## config.mk

```make
export PLATFORM = sky130hd
export DESIGN_NAME = wap_top
export DESIGN_NICKNAME = d
export VERILOG_FILES = /design/src/rtl/wap_pkg.sv /design/src/rtl/wap_queue.sv /design/src/rtl/wap_issue.sv /design/src/rtl/wap_track.sv /design/src/rtl/wap_top.sv
export SDC_FILE = /design/constraint.sdc
export NUM_CORES = 1
export LEC_CHECK = 0
export BUFFER_PORTS_ARGS = -buffer_cell sky130_fd_sc_hd__buf_2
export CORE_AREA = 2 2 152 154
export DETAILED_ROUTE_END_ITERATION = 16
export DIE_AREA = 0 0 154 156
export HOLD_SLACK_MARGIN = 0.03
export SLEW_MARGIN = 5
export SYNTH_ARGS = -nofsm -noshare
export SYNTH_HDL_FRONTEND = slang
export SYNTH_SLANG_ARGS = --single-unit
```

## constraint.sdc

```tcl
create_clock -name clk -period 6.62 [get_ports clk]
set_input_delay 1.324 -clock clk [delete_from_list [all_inputs] [get_ports clk]]
set_output_delay 1.324 -clock clk [all_outputs]
set_load 0.02 [all_outputs]
```

## src/rtl/wap_pkg.sv

```systemverilog
package wap_pkg;

  // staging register state
  typedef enum logic [1:0] {
    STG_EMPTY = 2'd0,  // nothing staged
    STG_HELD  = 2'd1,  // staged, waiting for permission
    STG_OFFER = 2'd2   // awvalid raised
  } stg_state_t;

endpackage

```

## src/rtl/wap_queue.sv

```systemverilog
module wap_queue #(
  parameter int WIDTH = 40,
  parameter int DEPTH = 4
) (
  input  logic             clk,
  input  logic             rst_n,
  input  logic             push,
  input  logic [WIDTH-1:0] push_data,
  input  logic             pop,
  output logic [WIDTH-1:0] head_data,
  output logic             full,
  output logic             empty
);
  localparam int PW = (DEPTH > 1) ? $clog2(DEPTH) : 1;
  localparam int CW = $clog2(DEPTH + 1);
  localparam logic [PW-1:0] LAST_IDX = PW'(DEPTH - 1);
  localparam logic [CW-1:0] FULL_CNT = CW'(DEPTH);

  logic [WIDTH-1:0] mem [DEPTH];
  logic [PW-1:0]    wr_ptr, rd_ptr;
  logic [CW-1:0]    cnt;
  logic             do_push, do_pop;

  assign full    = (cnt == FULL_CNT);
  assign empty   = (cnt == '0);
  assign do_push = push && !full;
  assign do_pop  = pop && !empty;

  // storage without reset so a RAM can be inferred
  always_ff @(posedge clk) begin
    if (do_push) mem[wr_ptr] <= push_data;
  end

  assign head_data = mem[rd_ptr];

  always_ff @(posedge clk) begin
    if (!rst_n) begin
      wr_ptr <= '0;
      rd_ptr <= '0;
      cnt    <= '0;
    end else begin
      if (do_push) wr_ptr <= (wr_ptr == LAST_IDX) ? '0 : wr_ptr + 1'b1;
      if (do_pop)  rd_ptr <= (rd_ptr == LAST_IDX) ? '0 : rd_ptr + 1'b1;
      case ({do_push, do_pop})
        2'b10:   cnt <= cnt + 1'b1;
        2'b01:   cnt <= cnt - 1'b1;
        default: cnt <= cnt;
      endcase
    end
  end


  no_overflow_chk: assert property (@(posedge clk) disable iff (!rst_n)
    (full && push && !pop) |=> full);


  occupancy_bound_chk: assert property (@(posedge clk) disable iff (!rst_n)
    cnt <= FULL_CNT);

endmodule

```

## src/rtl/wap_issue.sv

```systemverilog
module wap_issue
  import wap_pkg::*;
#(
  parameter int ADDR_W = 32,
  parameter int LEN_W  = 8
) (
  input  logic              clk,
  input  logic              rst_n,
  input  logic              q_empty,
  input  logic [ADDR_W-1:0] q_addr,
  input  logic [LEN_W-1:0]  q_len,
  output logic              q_pop,
  input  logic              post_allow,
  input  logic              halt,
  output logic              len_load,
  output logic [LEN_W-1:0]  len_value,
  output logic              awvalid,
  input  logic              awready,
  output logic [ADDR_W-1:0] awaddr,
  output logic [LEN_W-1:0]  awlen,
  output logic              posted,
  output logic              aw_fire,
  output logic              stage_busy
);
  stg_state_t        state, state_nx;
  logic [ADDR_W-1:0] stg_addr;
  logic [LEN_W-1:0]  stg_len;
  logic              may_raise;

  assign awvalid    = (state == STG_OFFER);
  assign awaddr     = stg_addr;
  assign awlen      = stg_len;
  assign aw_fire    = awvalid && awready;
  assign stage_busy = (state != STG_EMPTY);
  assign may_raise  = post_allow && !halt;

  // pull from the queue when the stage is free or frees this cycle
  assign q_pop = !q_empty && ((state == STG_EMPTY) || aw_fire);

  always_comb begin
    state_nx = state;
    case (state)
      STG_EMPTY: if (q_pop)     state_nx = STG_HELD;
      STG_HELD:  if (may_raise) state_nx = STG_OFFER;
      STG_OFFER: if (awready)   state_nx = q_pop ? STG_HELD : STG_EMPTY;
      default:                  state_nx = STG_EMPTY;
    endcase
  end

  always_ff @(posedge clk) begin
    if (!rst_n) begin
      state     <= STG_EMPTY;
      stg_addr  <= '0;
      stg_len   <= '0;
      len_load  <= 1'b0;
      len_value <= '0;
      posted    <= 1'b0;
    end else begin
      state    <= state_nx;
      len_load <= q_pop;
      posted   <= aw_fire;
      if (q_pop) begin
        stg_addr  <= q_addr;
        stg_len   <= q_len;
        len_value <= q_len;
      end
    end
  end


  aw_gate_chk: assert property (@(posedge clk) disable iff (!rst_n)
    (!awvalid ##1 awvalid) |-> $past(post_allow && !halt));


  aw_persist_chk: assert property (@(posedge clk) disable iff (!rst_n)
    (awvalid && !awready) |=> awvalid);


  aw_hold_chk: assert property (@(posedge clk) disable iff (!rst_n)
    (awvalid && !awready) |=> ($stable(awaddr) && $stable(awlen)));


  len_before_aw_chk: assert property (@(posedge clk) disable iff (!rst_n)
    len_load |-> !awvalid);


  posted_chk: assert property (@(posedge clk) disable iff (!rst_n)
    posted |-> $past(awvalid && awready));

endmodule

```

## src/rtl/wap_track.sv

```systemverilog
module wap_track #(
  parameter int OUT_W = 8
) (
  input  logic clk,
  input  logic rst_n,
  input  logic aw_fire,
  input  logic wvalid,
  input  logic wready,
  input  logic wlast,
  input  logic halt,
  input  logic idle,
  output logic burst_done,
  output logic halt_done
);
  // issued minus completed, two's complement so data ahead of address is fine
  logic [OUT_W-1:0] balance;
  logic             w_end;

  assign w_end = wvalid && wready && wlast;

  always_ff @(posedge clk) begin
    if (!rst_n) begin
      balance    <= '0;
      burst_done <= 1'b0;
      halt_done  <= 1'b0;
    end else begin
      burst_done <= w_end;
      halt_done  <= halt && idle && (balance == '0);
      case ({aw_fire, w_end})
        2'b10:   balance <= balance + 1'b1;
        2'b01:   balance <= balance - 1'b1;
        default: balance <= balance;
      endcase
    end
  end


  burst_done_chk: assert property (@(posedge clk) disable iff (!rst_n)
    burst_done |-> $past(wvalid && wready && wlast));


  halt_done_chk: assert property (@(posedge clk) disable iff (!rst_n)
    halt_done |-> $past(halt && idle));

endmodule

```

## src/rtl/wap_top.sv

```systemverilog
module wap_top #(
  parameter int ADDR_W  = 32,
  parameter int LEN_W   = 8,
  parameter int BYTES_W = 23,
  parameter int DEPTH   = 4,
  parameter int OUT_W   = 8
) (
  input  logic               clk,
  input  logic               rst_n,
  input  logic               req_valid,
  output logic               req_ready,
  input  logic [ADDR_W-1:0]  req_addr,
  input  logic [LEN_W-1:0]   req_len,
  input  logic [BYTES_W-1:0] req_bytes,
  input  logic               post_allow,
  input  logic               halt,
  output logic               halt_done,
  output logic               err,
  output logic               len_load,
  output logic [LEN_W-1:0]   len_value,
  output logic               posted,
  output logic               burst_done,
  output logic               awvalid,
  input  logic               awready,
  output logic [ADDR_W-1:0]  awaddr,
  output logic [LEN_W-1:0]   awlen,
  input  logic               wvalid,
  input  logic               wready,
  input  logic               wlast
);
  localparam int ENT_W = ADDR_W + LEN_W;

  logic             q_full, q_empty, q_pop, q_push;
  logic [ENT_W-1:0] q_head;
  logic             req_fire, zero_req;
  logic             aw_fire, stage_busy;

  assign req_ready = !q_full;
  assign req_fire  = req_valid && req_ready;
  assign zero_req  = (req_bytes == '0);
  assign q_push    = req_fire && !zero_req;

  always_ff @(posedge clk) begin
    if (!rst_n) err <= 1'b0;
    else if (req_fire && zero_req) err <= 1'b1;
  end

  wap_queue #(.WIDTH(ENT_W), .DEPTH(DEPTH)) u_queue (
    .clk       (clk),
    .rst_n     (rst_n),
    .push      (q_push),
    .push_data ({req_addr, req_len}),
    .pop       (q_pop),
    .head_data (q_head),
    .full      (q_full),
    .empty     (q_empty)
  );

  wap_issue #(.ADDR_W(ADDR_W), .LEN_W(LEN_W)) u_issue (
    .clk        (clk),
    .rst_n      (rst_n),
    .q_empty    (q_empty),
    .q_addr     (q_head[ENT_W-1:LEN_W]),
    .q_len      (q_head[LEN_W-1:0]),
    .q_pop      (q_pop),
    .post_allow (post_allow),
    .halt       (halt),
    .len_load   (len_load),
    .len_value  (len_value),
    .awvalid    (awvalid),
    .awready    (awready),
    .awaddr     (awaddr),
    .awlen      (awlen),
    .posted     (posted),
    .aw_fire    (aw_fire),
    .stage_busy (stage_busy)
  );

  wap_track #(.OUT_W(OUT_W)) u_track (
    .clk        (clk),
    .rst_n      (rst_n),
    .aw_fire    (aw_fire),
    .wvalid     (wvalid),
    .wready     (wready),
    .wlast      (wlast),
    .halt       (halt),
    .idle       (q_empty && !stage_busy),
    .burst_done (burst_done),
    .halt_done  (halt_done)
  );


  err_sticky_chk: assert property (@(posedge clk) disable iff (!rst_n)
    err |=> err);


  zero_dropped_chk: assert property (@(posedge clk) disable iff (!rst_n)
    (req_fire && zero_req) |=> err);

endmodule

```

After elaboration in Yosys (flattened, before gate mapping)
Memory sizes are Yosys's and may differ from the RTL's. A register that Yosys moved wholly into a read port is not among the register bits.
Index checks and enable logic that the tools add are counted.
W data, S select, Z words.
{ "word_totals": {"regBits": 22, "latch_bits": 0, "ram_bits": 160, "romBits": 0, "in_bits": 72, "n_memories": 1} }
{ "mem_list": {"columns": ["memory", "depth", "width", "rd", "rd_clocked_by_memory_dff", "wr", "line_no", "rtl"], "rows": [
  ["u_queue.mem", 4, 40, 1, 1, 1, "wap_queue.sv:19", "logic [WIDTH-1:0] mem [DEPTH];"]
]} }
{ "op_classes": {"add_sub_neg": 6, "mul": 0, "div_mod_pow": 0, "order_cmp": 0, "n_eq_ne": 12, "shift": 0, "n_mux": 11, "bitwise": 0, "reduce_logical": 28} }
{ "ops": {"columns": ["operator", "count"], "rows": [
  ["$logic_not A23 Y1", 1],
  ["$pmux W8 S2", 1],
  ["$logic_and A1 B1 Y1", 13],
  ["$eq A2 B2 Y1 const B", 5],
  ["$mux W2", 5],
  ["$add A8 B1 Y8 const B", 1],
  ["$logic_not A8 Y1", 1],
  ["$sub A8 B1 Y8 const B", 1],
  ["$eq A2 B1 Y1 const B", 3],
  ["$logic_not A1 Y1", 6],
  ["$pmux W2 S3", 1],
  ["$pmux W3 S2", 1],
  ["$reduce_bool A2 Y1", 3],
  ["$add A2 B1 Y2 const B", 2],
  ["$ne A2 B1 Y1 const B", 2],
  ["$add A3 B1 Y3 const B", 1],
  ["$eq A3 B3 Y1 const B", 1],
  ["$logic_not A3 Y1", 1],
  ["$mux W1", 3],
  ["$reduce_and A3 Y1", 1],
  ["$sub A3 B1 Y3 const B", 1],
  ["$logic_not A2 Y1", 1],
  ["$ne A2 B2 Y1 const B", 1],
  ["$logic_or A1 B1 Y1", 1]
]} }

Logic depth before layout (Yosys ltp)
{ "logic_depth": {"ltp_word": 7, "mapped_depth": 11, "ltp_nobuf": 11} }

Cells and area by module
From an unflattened synthesis, not the netlist that was laid out.
{ "hier_totals": {"hier_cells": 574, "hier_area_um2": 9072.5} }
{ "by_module_without_submodules": {"columns": ["mod", "instances", "cells_per_inst", "area_per_inst_um2"], "rows": [
  ["wap_queue", 1, 265, 6311.1],
  ["wap_issue", 1, 199, 1859.3],
  ["wap_track", 1, 95, 785.8],
  ["wap_top", 1, 15, 116.4]
]} }

Least setup slack after synthesis
Ideal clock, no wire load.
{ "synth_timing": {"kind": "input to register", "from": "input req_bytes[10]", "to": "register u_queue.cnt[2]", "arrival_time_ns": 3.143, "required_time_ns": 6.544, "setup_slack_ns": 3.401, "cell_stages": 11, "path_buffers": 0, "cell_sequence": "nor4_1 nand4_1 nor2_1 nor2_2 inv_2 ha_1 inv_1 fa_1 xor2_1 or3_1 a21boi_0"} }
{ "synth_via": {"elab_chain_len": 6, "elab_cells_between_ends": 8} }
{ "synth_lines": {"columns": ["element", "line_no", "rtl"], "rows": [
  ["start: declaration", "wap_top.sv:14", "input logic [BYTES_W-1:0] req_bytes,"],
  ["$logic_not A23 Y1 *", "wap_top.sv:40", "assign zero_req = (req_bytes == '0);"],
  ["$logic_not A1 Y1 *", "wap_top.sv:41", "assign q_push = req_fire && !zero_req;"],
  ["$logic_and A1 B1 Y1 *", "wap_top.sv:41", null],
  ["$logic_and A1 B1 Y1 *", "wap_queue.sv:26", "assign do_push = push && !full;"],
  ["$eq A2 B1 Y1 or $eq A2 B2 Y1 (tied branches)", "wap_queue.sv:44", "case ({do_push, do_pop})"],
  ["$pmux W3 S2 or $reduce_bool A2 Y1 (tied branches)", null, null],
  ["end signal: assignment", "wap_queue.sv:45", "2'b10: cnt <= cnt + 1'b1;"],
  ["end signal: assignment", "wap_queue.sv:46", "2'b01: cnt <= cnt - 1'b1;"],
  ["end signal: assignment", "wap_queue.sv:47", "default: cnt <= cnt;"],
  ["end: declaration", "wap_queue.sv:21", "logic [CW-1:0] cnt;"]
]} }
Mark *: on every way between the ends. The rest lies on a longest branch, timed or not.
A chain may end at the register's enable or synchronous reset.

Final worst setup path
{ "layout_timing": {"from": "input awready", "to": "register u_queue.cnt[2]"} }
{ "layout_via": {"elab_chain_len": 6, "elab_cells_between_ends": 8} }
{ "layout_lines": {"columns": ["element", "line_no", "rtl"], "rows": [
  ["start: declaration", "wap_top.sv:24", "input logic awready,"],
  ["$logic_and A1 B1 Y1 *", "wap_issue.sv:33", "assign aw_fire = awvalid && awready;"],
  ["$logic_or A1 B1 Y1 *", "wap_issue.sv:38", "assign q_pop = !q_empty && ((state == STG_EMPTY) || aw_fire);"],
  ["$logic_and A1 B1 Y1 *", "wap_issue.sv:38", null],
  ["$logic_and A1 B1 Y1 *", "wap_queue.sv:27", "assign do_pop = pop && !empty;"],
  ["$eq A2 B1 Y1 or $eq A2 B2 Y1 (tied branches)", "wap_queue.sv:44", null],
  ["$pmux W3 S2 or $reduce_bool A2 Y1 (tied branches)", null, null]
]} }
Marked as above.

==> summary.md <==
| Metric | Value |
|---|---|
| Area leader, netlist | edfxtp_1 |
| Global-route wire length before repair | roughly 27,000 microns |
| Seq/Total Area, Yosys | 68.95% |
| Worst-margin pin slew | 1.215 ns |
| Total GRT Usage | between 10 and 15% |
| Status | complete, no violations |
| Setup WS post-layout | 3.297 ns |
| Largest net degree at the start of global routing | 68 |
| Cts-stage hold buffer count | 0 |
| Headroom to the max-slew limit | 18.97% |
| WP data required | between 7 and 8 ns |
| Post-synthesis cell type count | between 40 and 50 |
| FP Rows | between 50 and 60 |
| Clk_skew | around 0.0082 ns |
| Final Max Tran Viols | 0 |
| Antenna violations before repair | 4 |
| Synth top area share | around 55% |
| # nets final | between 700 and 800 |
| Antenna Nets Post-Route | 0 |
| Max Cap Viol | 0 |
| Ys async rst share | 0% |
| Tcrit/Tclk final | between 50% and 60% |
| DR pass1 iterations | 4 |
| Drt wl/cell | between 15 and 20 microns |
| Setup TNS | 0 ns |
| Initial drt markers | about 220 |
| Root buf cell | clkbuf_16 |
| # clock sinks | 222 |
| Critical path fanouts, max | 44 |
| Number of synthesized register bits | ~220 |
| Die height | about 160 microns |
| Number of synthesized flops with an enable pin | 160 |
| Synth Warn # | 0 |
| Count leader, synth | edfxtp_1 |
| Post-cts resize count | 0 |
| Synth top cells by count | edfxtp_1 (160), nand2_1 (94), dfxtp_1 (62) |
| Startpoint Class | input pin |
| Dominant cells by area after synthesis | edfxtp_1 (55%), dfxtp_1 (14%), mux4_2 (10%), nand2_1 (4.0%), a21boi_1 (2.4%) |
| TritonCTS Buffers | 24 |
| Area grow syn2layout | 18.02% |
| Total design power | between 4 and 5 mW |
| Fraction of layout cells with a size suffix above 1 | 32.17% |
| Worst Path Arrival | between 3 and 4 ns |
| Fin cells | just under 1,000 |
| Syn Inst Count | roughly 560 |
| IO Port Bufs | 126 |
| Hold Fails Final Rpt | 0 |
| Syn_nets | between 600 and 700 |
| RSZ-0062 raised after global routing | false |
| Htree depth | 1 |
| Reg clk slew, reported paths | about 0.060 ns |
| TritonCTS clock tree | done |
| PwrDens | ~420 mW/mm^2 |
| Final wirelength | between 15,000 and 20,000 microns |
| Minimum clock period | ~3.3 ns |
| # setup viols final | 0 |
| Peak Freq | about 0.3 GHz |
| Static Leak | approximately 3.7 nW |
| DR DRC count | 0 |
| Gr ovfl total | 0 |
| Max IR drop VDD | 0.0001810 V |
| Vias per cell | approximately 5.0 |
| Post-synthesis instance area | 0.008768 sq mm |
| Post-CTS Setup Inserts | 0 |
| Die Wd | ~150 microns |
| Routability cong. | roughly 0.71 |
| DP HPWL | between 10,000 and 15,000 microns |
| Top Ports | about 130 |
| Via Count | 4,857 |
| DP Cell Count | 931 |
| Tightest Hold Check Type | flop to flop |
| CTS max path bufs | 3 |
| Ys flop type | edfxtp_1 |
| Setup Crit Path Kind | input pin to flop |
| Placement Setup Slack | roughly 2.8 ns |
| Vias in the first global route | between 5,000 and 6,000 |
| Core area | between 0.02 and 0.025 sq mm |
| Die area | between 0.02 and 0.025 sq mm |
| Clk_lat worst skew | roughly 0.51 ns |
| Syn avg cell area | about 16 sq um |
| Initial Util | 39.21% |
| CP endpoint kind | flop |
==> cells in the final DEF (no fill, tap or decap), drive strengths merged, types with 6 or more instances in the layout <==
master	n
o21ai	6
dfxtp	62
and2	14
nor4	8
a21boi	43
mux4	40
inv	10
buf	127
nor2	6
ha	13
nor2b	8
clkbuf	40
edfxtp	160
nand2	94
==> final timing paths <==
check,startpoint,to,slack [ns],depth (start not counted)
setup / recovery,awready,u_queue.cnt[2],3.30,11
hold / removal,u_issue.awaddr[20],u_issue.awaddr[20],0.45,2
setup reg to reg,u_queue.cnt[0],u_queue.cnt[2],3.74,10
hold reg to reg,u_issue.awaddr[20],u_issue.awaddr[20],0.45,2
==> power breakdown <==
| part | switching, mW | total, mW | internal [mW] |
|---|---|---|---|
| clock network | 0.507 | 1.33 | 0.824 |
| logic | 0.603 | 1.05 | 0.446 |
| registers | 0.204 | 1.92 | 1.71 |
| total | 1.31 | 4.30 | 2.98 |
==> area by class of cell <==
| type | instances | area [sq um] |
|---|---|---|
| diodes | 3 | 7.507 |
| clock buffers | 40 | 767.0 |
| clock inverters | 4 | 41.29 |
| fillers | 1960 | 12020 |
| inverters | 11 | 53.80 |
| multi-input cells | 286 | 2434 |
| flip-flops and latches | 222 | 6051 |
| well taps | 285 | 356.6 |
| repair buffers | 127 | 638.1 |
==> layer usage <==
layer,global-route usage (%),part of all wire (%)
met5,0,0.075
met4,4.094,2.2
met2,25.52,50
met1,18.02,43
met3,2.833,4.8
==> registers in the layout, summed over array words and instances, names as in the netlist <==
signal	cells
u_queue.mem	160
u_issue.len_load	1
u_queue.wr_ptr	2
u_track.balance	8
u_queue.rd_ptr	2
u_track.halt_done	1
u_issue.state	2
err	1
u_issue.awaddr	32
u_issue.awlen	8
u_track.burst_done	1
u_issue.posted	1
u_queue.cnt	3
==> worst max-delay path, cell delays in order <==
cell      delay (ns)
buf_2           0.10
nor2b_1         0.05
or3_2           0.40
buf_4           0.32
clkinv_8        0.26
ha_1            0.22
inv_1           0.06
fa_1            0.37
xor2_1          0.15
or3_1           0.29
a21boi_0        0.17
==> cells by family after synthesis <==
family                     after synthesis  share of synthesized area (%)
DFF                                    222                          68.95
and+or+nand+nor                        156                          8.433
AOI/OAI and AO/OA                       68                          5.936
buffers and inverters                   47                          3.367
muxes                                   42                          10.50
adders and majority gates               15                          2.312
xor gates and xnor gates                 5                         0.4995
==> through the flow <==
step	hold slack (ns)	area (sq um)	utilization (%)
final	0.4477	10350	46.27
after global routing	0.4644	10340	46.25
after CTS	0.4526	10340	46.24
after detailed placement	0.4447	9533	42.62
after global placement	0.4473	9533	42.62
after floorplan	0.4766	8768	-
Note: power is estimated with default switching activity, not from simulation.
